## config.mk

```make
export PLATFORM = sky130hd
export DESIGN_NAME = dual_plane_erase_mgr
export DESIGN_NICKNAME = d
export VERILOG_FILES = /design/src/rtl/dual_plane_erase_mgr.sv
export SDC_FILE = /design/constraint.sdc
export NUM_CORES = 1
export LEC_CHECK = 0
export BUFFER_PORTS_ARGS = -buffer_cell sky130_fd_sc_hd__buf_2
export CORE_ASPECT_RATIO = 0.5
export CORE_UTILIZATION = 35
export CTS_BUF_LIST = sky130_fd_sc_hd__clkbuf_4 sky130_fd_sc_hd__clkbuf_8 sky130_fd_sc_hd__clkbuf_16
export CTS_CLUSTER_SIZE = 24
export DETAILED_ROUTE_END_ITERATION = 8
export SLEW_MARGIN = 15
export SYNTH_ARGS = -nofsm -noshare
export SYNTH_HDL_FRONTEND = slang
export SYNTH_SLANG_ARGS = --single-unit
```

## constraint.sdc

```tcl
create_clock -name clk -period 6.9 [get_ports clk]
set_clock_uncertainty 0.15 [all_clocks]
set_input_delay 1.035 -clock clk [delete_from_list [all_inputs] [get_ports clk]]
set_output_delay 1.035 -clock clk [all_outputs]
set_load 0.05 [all_outputs]
```

## src/rtl/dual_plane_erase_mgr.sv

```systemverilog
`timescale 1ns/1ps
module dual_plane_erase_mgr #(
  parameter int NUM_SECT     = 40,
  parameter int PLANE_A_SECT = 16,
  parameter bit TOP_BOOT     = 1'b0,
  parameter int TICK_DIV     = 50,
  parameter int PROG_TICKS   = 10,
  parameter int ERASE_TICKS  = 2000,
  parameter int ABORT_TICKS  = 2,
  parameter int SUSP_TICKS   = 15,
  localparam int SW = $clog2(NUM_SECT)
) (
  input  logic                clk,
  input  logic                rst_n,
  input  logic                req_valid,
  input  logic [2:0]          req_op,
  input  logic [SW-1:0]       req_sect,
  input  logic [1:0]          req_pbits,
  input  logic                hv_ovr,
  output logic [1:0]          busy,
  output logic [1:0]          susp,
  output logic [1:0]          done,
  output logic                rej,
  output logic [NUM_SECT-1:0] emask
);
  localparam int DW = (TICK_DIV > 1) ? $clog2(TICK_DIV) : 1;
  localparam int M1 = (PROG_TICKS > ERASE_TICKS) ? PROG_TICKS : ERASE_TICKS;
  localparam int M2 = (ABORT_TICKS > SUSP_TICKS) ? ABORT_TICKS : SUSP_TICKS;
  localparam int MAXT = (M1 > M2) ? M1 : M2;
  localparam int CW = $clog2(MAXT + 1);

  localparam logic [2:0] OP_PROG = 3'd1, OP_SERASE = 3'd2, OP_CERASE = 3'd3,
                         OP_SUSP = 3'd4, OP_RESUME = 3'd5, OP_LOCK   = 3'd6;

  typedef enum logic [2:0] {
    S_IDLE, S_PROG, S_ERASE, S_ABORT, S_SPEND, S_SUSP, S_SPROG
  } st_t;

  function automatic logic plane_of(input int s);
    return TOP_BOOT ? (s < NUM_SECT - PLANE_A_SECT) : (s >= PLANE_A_SECT);
  endfunction

  st_t                 st   [2];
  logic [CW-1:0]       ecnt [2];
  logic [CW-1:0]       ocnt [2];
  logic [DW-1:0]       pre;
  logic [NUM_SECT-1:0] lockq;
  logic [NUM_SECT-1:0] pm_b;
  logic [NUM_SECT-1:0] clr;
  logic [1:0]          fin_e;

  logic          tick;
  logic          sect_ok;
  logic [SW-1:0] sidx;
  logic          rp;
  logic          rbp;
  logic          locked;
  logic          in_emask;
  logic          susp_req;

  assign tick     = (pre == DW'(TICK_DIV - 1));
  assign sect_ok  = (int'(req_sect) < NUM_SECT);
  assign sidx     = sect_ok ? req_sect : '0;
  assign rp       = plane_of(int'(sidx));
  assign rbp      = TOP_BOOT ? (req_pbits != 2'b11) : (req_pbits != 2'b00);
  assign locked   = lockq[sidx] & ~hv_ovr;
  assign in_emask = emask[sidx];
  assign susp_req = req_valid && (req_op == OP_SUSP);

  for (genvar i = 0; i < NUM_SECT; i++) begin : g_pm
    assign pm_b[i] = plane_of(i);
  end

  for (genvar p = 0; p < 2; p++) begin : g_pl
    assign busy[p]  = (st[p] == S_PROG) || (st[p] == S_ERASE) || (st[p] == S_ABORT) ||
                      (st[p] == S_SPEND) || (st[p] == S_SPROG);
    assign susp[p]  = (st[p] == S_SUSP) || (st[p] == S_SPROG);
    assign fin_e[p] = (st[p] == S_ERASE) && tick && (ecnt[p] == CW'(1)) && !susp_req;
  end

  assign clr = (fin_e[0] ? ~pm_b : '0) | (fin_e[1] ? pm_b : '0);

  always_ff @(posedge clk or negedge rst_n) begin
    if (!rst_n) begin
      pre   <= '0;
      st[0] <= S_IDLE;
      st[1] <= S_IDLE;
      ecnt[0] <= '0;
      ecnt[1] <= '0;
      ocnt[0] <= '0;
      ocnt[1] <= '0;
      emask <= '0;
      lockq <= '0;
      done  <= '0;
      rej   <= 1'b0;
    end else begin
      pre   <= tick ? '0 : pre + 1'b1;
      done  <= '0;
      rej   <= 1'b0;
      emask <= emask & ~clr;

      for (int p = 0; p < 2; p++) begin
        case (st[p])
          S_PROG, S_ABORT, S_SPROG: if (tick) begin
            if (ocnt[p] == CW'(1)) begin
              st[p]   <= (st[p] == S_SPROG) ? S_SUSP : S_IDLE;
              done[p] <= 1'b1;
            end else ocnt[p] <= ocnt[p] - 1'b1;
          end
          S_SPEND: if (tick) begin
            if (ocnt[p] == CW'(1)) st[p] <= S_SUSP;
            else ocnt[p] <= ocnt[p] - 1'b1;
          end
          S_ERASE: if (tick && !susp_req) begin
            if (fin_e[p]) begin
              st[p]   <= S_IDLE;
              done[p] <= 1'b1;
            end else ecnt[p] <= ecnt[p] - 1'b1;
          end
          default: ;
        endcase
      end

      if (req_valid) begin
        case (req_op)
          OP_PROG: if (sect_ok) begin
            if (st[rp] == S_IDLE || (st[rp] == S_SUSP && !in_emask)) begin
              if (locked) begin
                done[rp] <= 1'b1;
                rej      <= 1'b1;
              end else begin
                st[rp]   <= (st[rp] == S_IDLE) ? S_PROG : S_SPROG;
                ocnt[rp] <= CW'(PROG_TICKS);
              end
            end
          end
          OP_SERASE: if (sect_ok && st[rp] == S_IDLE && !susp[!rp] && st[!rp] != S_SPEND) begin
            if (locked) begin
              st[rp]   <= S_ABORT;
              ocnt[rp] <= CW'(ABORT_TICKS);
            end else begin
              st[rp]      <= S_ERASE;
              ecnt[rp]    <= CW'(ERASE_TICKS);
              emask[sidx] <= 1'b1;
            end
          end
          OP_CERASE: if (st[0] == S_IDLE && st[1] == S_IDLE) begin
            st[0]   <= S_ERASE;
            st[1]   <= S_ERASE;
            ecnt[0] <= CW'(ERASE_TICKS);
            ecnt[1] <= CW'(ERASE_TICKS);
            emask   <= hv_ovr ? '1 : ~lockq;
          end
          OP_SUSP: for (int p = 0; p < 2; p++) begin
            if (st[p] == S_ERASE) begin
              st[p]   <= S_SPEND;
              ocnt[p] <= CW'(SUSP_TICKS);
            end
          end
          OP_RESUME: if (st[rbp] == S_SUSP) st[rbp] <= S_ERASE;
          OP_LOCK: if (sect_ok) lockq[sidx] <= 1'b1;
          default: ;
        endcase
      end
    end
  end
endmodule

```

==> summary.txt, run 1 <==
leakage power: 4.10 nW
area grow syn2layout: 13.2%
Max Freq: 249 MHz
Final Setup Violations: 0
CTS Buffer Depth: 2
Detailed Routing Iterations Pass 1: 9
first-pass GRT wire length: 41400 µm
M1 WL: 11800 µm
Req. time, crit path: 7.04 ns
ys flop type: dfrtp_1
HP Class: reg2reg
Die X: 220 µm
vias in the first global route: 7175
final wirelength: 26000 µm
CP Data Arrival Time: 4.16 ns
wire length per cell: 20.3 µm
initial antenna violation count: 0
via count: 7571
Max Transition Viols Final: 0
cell area power density: 268 nW/µm²
CP endpoint kind: register
post-CTS setup buffers: 0
YS warnings: 0
1st-iter DRT viols: 924
cts bufs inserted: 17
Worst Path Max Fanout: 31
final hold viol count: 0
Detail Placement HPWL: 18300 µm
WL met2: 11500 µm
unique cell type count in the Yosys netlist: 76
Antenna Violating Nets Remaining: 0
die area: 24400 µm²
Inst Count DP: 1246
pin count of the biggest net entering global routing: 90
mapped cell area: 8320 µm²
commonest non-fill, non-tap cells in the layout: dfrtp_1 (139), nor2_1 (90), o21ai_0 (67), nand2_1 (60), buf_2 (60)
flops & latches, synth: 139
failing checks: design-rule violations
Critical Path Start Type: input port
period utilization: 58.3%
Initial Utilization: 36.1%
GRT Overall Usage: 21.9%
Mapped Cells: 929
min Tclk post-route: 4.02 ns
total grt overflow: 0
asr flop ratio synth: 100%
CORE AREA: 23100 µm²
CTS HTree Levels: 4
Net Count, Synth: 955
slew of the pin with the lowest slew margin: 0.904 ns
Root Buffer Master: clkbuf_16
critical path class: in2reg
CTS tree: done
DR top layer: met4
post_cts resized: 0
nets@finish: 984
Slew HR: 39.3%
GP Congestion: 0.916
I/O pin cnt: 62
WL met3: 1950 µm
share of cells above drive strength 1: 13.8%
Worst IR Drop VDD: 0.154 mV
number of diodes: 0
via density per instance: 5.92
number of max-cap violations: 0
status: finished with violations
Non-Filler Instances: 1278
Hold Buf Count CTS: 0
Post-synth EDFFs: 0
Rows: 39
commonest non-fill, non-tap cell in the layout: dfrtp_1
RSZ-0062 raised after global routing: no
post-route setup TNS: 0 ns
DRC: 1
Port Buf Inserts: 61
CTS clock-pin slew for the worst setup and hold paths: 0.06 ns
CTS Sinks: 139
Syn Area/Cell: 8.96 µm²
filler cell count: 2301
post-synthesis sequential area ratio: 41.8%
Skew-Pair Late Insertion Delay: 0.44 ns
die height: 111 µm
## state kept, by name, summed over array words and instances (netlist names)
register,cells
pre,6
emask,40
lockq,40
ocnt,22
done,2
st,6
ecnt,22
rej,1
## cell families (layout without fill, tap and decap cells)
group	count (synthesis)	in the layout	share of synthesized area, %
adder cells (fa/ha/maj)	12	12	1.77
flip-flops	139	139	41.8
AO/OA/AOI/OAI	294	294	23.1
multiplexers	21	21	3.62
buffers and inverters	84	126	4.40
XOR/XNOR	42	42	4.42
AND/OR/NAND/NOR	337	337	20.9
## cell usage after synthesis, types with 7 or more instances
cell	instances	area (µm²)
or3_1	7	43.8
a22oi_1	32	240
xor2_1	16	140
buf_2	19	95.1
nor3_1	29	145
nand4_1	15	93.8
nand3_1	23	115
o21ai_2	8	70.1
dfrtp_1	139	3480
a21oi_1	53	265
or4_1	7	52.6
a211oi_1	10	75.1
o21ai_1	20	100
nor3b_1	8	60.1
mux2i_1	11	110
a21o_1	18	135
nor4_1	12	75.1
nor2_1	93	349
o21ai_0	67	335
mux4_2	7	158
o21bai_1	18	135
nand2b_1	40	250
a31oi_1	14	87.6
clkbuf_1	29	109
ha_1	11	138
nand2_1	60	225
xnor2_1	26	228
inv_1	28	105
## layout make-up
class	count	area, µm²	share of cell area [%]
multi-input cells	706	4490	47.7
clock buffers	18	433	4.59
clock inverters	14	183	1.94
inverters	28	105	1.12
flip-flops and latches	139	3480	36.9
well taps	307	384	4.08
repair buffers	66	349	3.70
## power breakdown
| part | internal [mW] | total, mW | switching [mW] |
|---|---|---|---|
| clock network | 0.582 | 0.970 | 0.388 |
| registers | 0.871 | 0.950 | 0.0786 |
| logic | 0.204 | 0.610 | 0.407 |
## per-layer routing
layer	vias to the layer above	global-route usage [%]
met5	-	0
met4	0	8.09
met3	53	4.39
met2	362	32.1
li1	3455	-
met1	3701	31.8
## metrics by stage
| stage | util [%] | setup WS [ns] | power, mW | area, µm² | hold slack [ns] |
|---|---|---|---|---|---|
| floorplan | - | 3.50 | 1.40 | 8320 | 0.273 |
| global route | 40.8 | 2.68 | 2.64 | 9430 | 0.349 |
| finish | 40.8 | 2.88 | 2.53 | 9430 | 0.318 |
| global placement | 38.1 | 2.67 | 1.55 | 8800 | 0.295 |
| CTS | 40.8 | 3.00 | 2.53 | 9420 | 0.329 |
| detailed placement | 38.1 | 2.55 | 1.56 | 8800 | 0.313 |
## worst paths after layout
| path | end | slack (ns) | cells past startpoint | start |
|---|---|---|---|---|
| setup / recovery | ocnt[13]$_DFF_PN0_ | 2.88 | 9 | req_sect[1] |
| hold reg to reg | lockq[29]$_DFFE_PN0P_ | 0.32 | 2 | lockq[29]$_DFFE_PN0P_ |
| max in group asynchronous | done[1]$_DFF_PN0_ | 4.83 | 2 | rst_n |
| hold / removal | lockq[29]$_DFFE_PN0P_ | 0.32 | 2 | lockq[29]$_DFFE_PN0P_ |
| setup reg to reg | ocnt[5]$_DFF_PN0_ | 3.52 | 7 | st[5]$_DFF_PN0_ |
| min in group asynchronous | lockq[22]$_DFFE_PN0P_ | 0.52 | 1 | rst_n |
## worst max-delay path, stage by stage
cell and delay, ns:
buf_2 0.57, nand2b_1 0.25, or3_1 0.54, o21ai_2 0.20, o22ai_2 0.12, o211ai_4 0.34
or2_1 0.47, a31o_1 0.45, a22oi_1 0.16
No activity file was read; power rests on OpenSTA's default activity.
==> inputs of run 2 (changes only) <==
--- a/config.mk
+++ b/config.mk
@@ -5,6 +5,7 @@
 export SDC_FILE = /design/constraint.sdc
 export NUM_CORES = 1
 export LEC_CHECK = 0
+export ABC_AREA = 1
 export BUFFER_PORTS_ARGS = -buffer_cell sky130_fd_sc_hd__buf_2
 export CORE_ASPECT_RATIO = 0.5
 export CORE_UTILIZATION = 35
==> constraint.sdc (replaced) <==
create_clock -name clk -period 3.2 [get_ports clk]
set_clock_uncertainty 0.15 [all_clocks]
set_input_delay 0.48 -clock clk [delete_from_list [all_inputs] [get_ports clk]]
set_output_delay 0.48 -clock clk [all_outputs]
set_load 0.05 [all_outputs]
==> run 2 against run 1 <==
Effect of this change: the run now ends clean; core utilization grew 1.6 points; cell area grew 15%; non-clock buffer count grew 49.
==> summary.txt, run 2 <==
status: completed
total grt overflow: 0
Compound-Gate Fraction of Synth Area: 20.7%
vias in the first global route: 9331
initial antenna violation count: 0
Initial Utilization: 36.3%
ys flop type: dfrtp_1
Adder-Cell Fraction of Synth Area: 1.48%
min Tclk post-route: 2.71 ns
RSZ-0062 raised after global routing: no
number of diodes: 0
CTS HTree Levels: 4
mux cell area share after synthesis: 0.242%
unique cell type count in the Yosys netlist: 47
die height: 117 µm
commonest non-fill, non-tap cell in the layout: nand2_1
most common library cells after synthesis: nand2_1 (299), inv_1 (173), dfrtp_1 (139)
CP endpoint kind: register
CTS tree: done
largest family of logic cells by synthesized area: simple AND/OR/NAND/NOR gates
Req. time, crit path: 3.37 ns
Final Setup Violations: 0
end of the worst register-to-register path: ocnt[17]$_DFF_PN0_
area of the multi-input gates: 4910 µm²
CP Depth: 14
GRT Overall Usage: 23.2%
worst-path cell chain: inv_1 > nand2_1 > o21ai_1 > inv_2 > nor2_4 > nand2_2 > nor2_4 > inv_2 > nor2_2 > nand3_1 > nand2_1 > nand4_2 > nand2_1 > inv_1
Worst path max stage delay: 0.47 ns
Worst Path Max Fanout: 9
Rows: 41
I/O pin cnt: 62
leakage power: 5.44 nW
Reg2Reg Setup Slack: 0.49 ns
Antenna Violating Nets Remaining: 0
Port Buf Inserts: 61
DRC: 0
CTS Buffer Depth: 2
Internal: 3.70 mW
post-synthesis sequential area ratio: 37.4%
nets@finish: 1458
slew of the pin with the lowest slew margin: 0.701 ns
Mapped Cells: 1346
cell area power density: 555 nW/µm²
cts bufs inserted: 17
critical path's slowest cell: dfrtp_1
Critical Path End: ocnt[17]$_DFF_PN0_
Root Buffer Master: clkbuf_16
Max Transition Viols Final: 0
final wirelength: 30400 µm
first-pass GRT wire length: 49400 µm
period utilization: 84.8%
Worst IR Drop VDD: 0.381 mV
Psw: 2.34 mW
flops & latches, synth: 139
Synth area leader: dfrtp_1
post-CTS setup buffers: 0
die area: 27300 µm²
Skew-Pair Late Insertion Delay: 0.43 ns
via density per instance: 5.39
register area: 3480 µm²
CP Data Arrival Time: 2.88 ns
final hold viol count: 0
Die X: 233 µm
Net Count, Synth: 1372
via count: 9636
overall power: 6.04 mW
clock power share: 33.7%
mapped cell area: 9300 µm²
post_cts resized: 0
number of max-cap violations: 0
reg2reg path depth: 14
asr flop ratio synth: 100%
post-synth top area share: 37.4%
Reg power frac: 34.3%
GP Congestion: 0.965
CORE AREA: 25600 µm²
Simple-Gate Fraction of Synth Area: 27.8%
commonest non-fill, non-tap cells in the layout: nand2_1 (299), inv_1 (173), dfrtp_1 (139), o21ai_0 (121), nor2_1 (112)
HP Class: reg2reg
1st-iter DRT viols: 979
most common cell in the netlist: nand2_1
combinational power share: 32.0%
Detail Placement HPWL: 21500 µm
Critical Path Start Type: register
Synth Area in XOR/XNOR: 2.45%
Worst Setup SP: st[2]$_DFF_PN0_
post-route setup TNS: 0 ns
Detailed Routing Iterations Pass 1: 7
Max Freq: 369 MHz
Syn Area/Cell: 6.91 µm²
delay-heaviest family, CP: simple AND/OR/NAND/NOR gates
Net Sw Frac: 38.7%
most used cell, CP: nand2_1
area grow syn2layout: 17.0%
CTS Sinks: 139
filler cell count: 2682
Top Registers: emask x40, lockq x40
Slew HR: 53.3%
Buf/Inv on CP: 4
Post-synth EDFFs: 0
pin count of the biggest net entering global routing: 71
CTS clock-pin slew for the worst setup and hold paths: 0.06 ns
worst reg2reg path startpoint: st[2]$_DFF_PN0_
wire length per cell: 17.0 µm
YS warnings: 0
main area contributors after synthesis: dfrtp_1 (37%), nand2_1 (12%), inv_1 (7.0%)
critical path class: reg2reg
share of cells above drive strength 1: 14.0%
run 2: changes by cell type after synthesis, moves of 18 or more:
cell / previous run / this run
o211ai_1: 3 / 43
nand2b_1: 40 / 0
o21ai_0: 67 / 121
nor2_1: 93 / 112
a22oi_1: 32 / 0
nand3_1: 23 / 63
a21oi_1: 53 / 110
o21ai_1: 20 / 57
nand2_1: 60 / 299
inv_1: 28 / 173
xnor2_1: 26 / 5
a21o_1: 18 / 0
run 2: area by class of cell:
cell class | instances | area share (%)
Multi-Input combinational cell | 970 | 45.1
Clock buffer | 19 | 4.05
Timing Repair Buffer | 115 | 7.07
Tap cell | 344 | 3.95
Inverter | 189 | 6.52
Sequential cell | 139 | 32.0
Clock inverter | 12 | 1.37
run 2: logic make-up after synthesis:
| kind of cell | after synthesis |
|---|---|
| AND/OR/NAND/NOR | 578 |
| AO/OA/AOI/OAI | 353 |
| buffers and inverters | 237 |
| flip-flops | 139 |
| XOR/XNOR | 26 |
| adder cells (fa/ha/maj) | 11 |
| multiplexers | 2 |
run 2: worst min-delay path by stage:
| stage | from | endpoint | slack [ns] | cells after the start |
|---|---|---|---|---|
| after floorplan | rst_n | done[0]$_DFF_PN0_ | 0.03 | 0 |
| after global placement | lockq[22]$_DFFE_PN0P_ | lockq[22]$_DFFE_PN0P_ | 0.30 | 2 |
| after detailed placement | lockq[17]$_DFFE_PN0P_ | lockq[17]$_DFFE_PN0P_ | 0.31 | 2 |
| after CTS | req_valid | rej$_DFF_PN0_ | 0.31 | 3 |
| after global routing | req_valid | rej$_DFF_PN0_ | 0.30 | 3 |
| final | lockq[28]$_DFFE_PN0P_ | lockq[28]$_DFFE_PN0P_ | 0.32 | 2 |
run 2: power by group through the flow:
| stage | Sequential (mW) | Combinational [mW] | Clock [mW] |
|---|---|---|---|
| floorplan | 2.35 | 1.10 | 0 |
| global placement | 2.10 | 1.90 | 0 |
| detailed placement | 2.10 | 1.92 | 0 |
| CTS | 2.07 | 1.93 | 2.07 |
| global route | 2.09 | 2.14 | 2.15 |
| finish | 2.07 | 1.93 | 2.03 |
run 2: per-stage QoR:
step	utilization (%)	setup WS, ns	std cells	cell area [µm²]	hold slack [ns]
after floorplan	-	0.391	1346	9300	0.0344
after global placement	40.1	0.0732	1756	10300	0.301
final	42.4	0.487	1788	10900	0.319
after CTS	42.4	0.487	1788	10900	0.309
after global routing	42.4	0.151	1788	10900	0.305
after detailed placement	40.1	0.0994	1756	10300	0.307
run 2: worst reg2reg max path: stages, from the launching register on:
cell and delay [ns]:
dfrtp_1 0.47, inv_1 0.26, nand2_1 0.09, o21ai_1 0.10, inv_2 0.07, nor2_4 0.20
nand2_2 0.13, nor2_4 0.16, inv_2 0.06, nor2_2 0.18, nand3_1 0.14, nand2_1 0.19
nand4_2 0.24, nand2_1 0.12, inv_1 0.04
run 2: timing repair:
action	in CTS	in global routing
endpoints found under the setup margin	0	0
endpoints found under the hold margin	67	0
hold buffers	1	0
run 2: per-layer routing:
layer / up-vias / track usage (%) / routed length (µm)
met5: - / 0 / 0
met4: 0 / 8.32 / 755
met3: 64 / 4.26 / 1800
met2: 322 / 39.4 / 14300
met1: 4619 / 29.8 / 13500
li1: 4631 / - / -
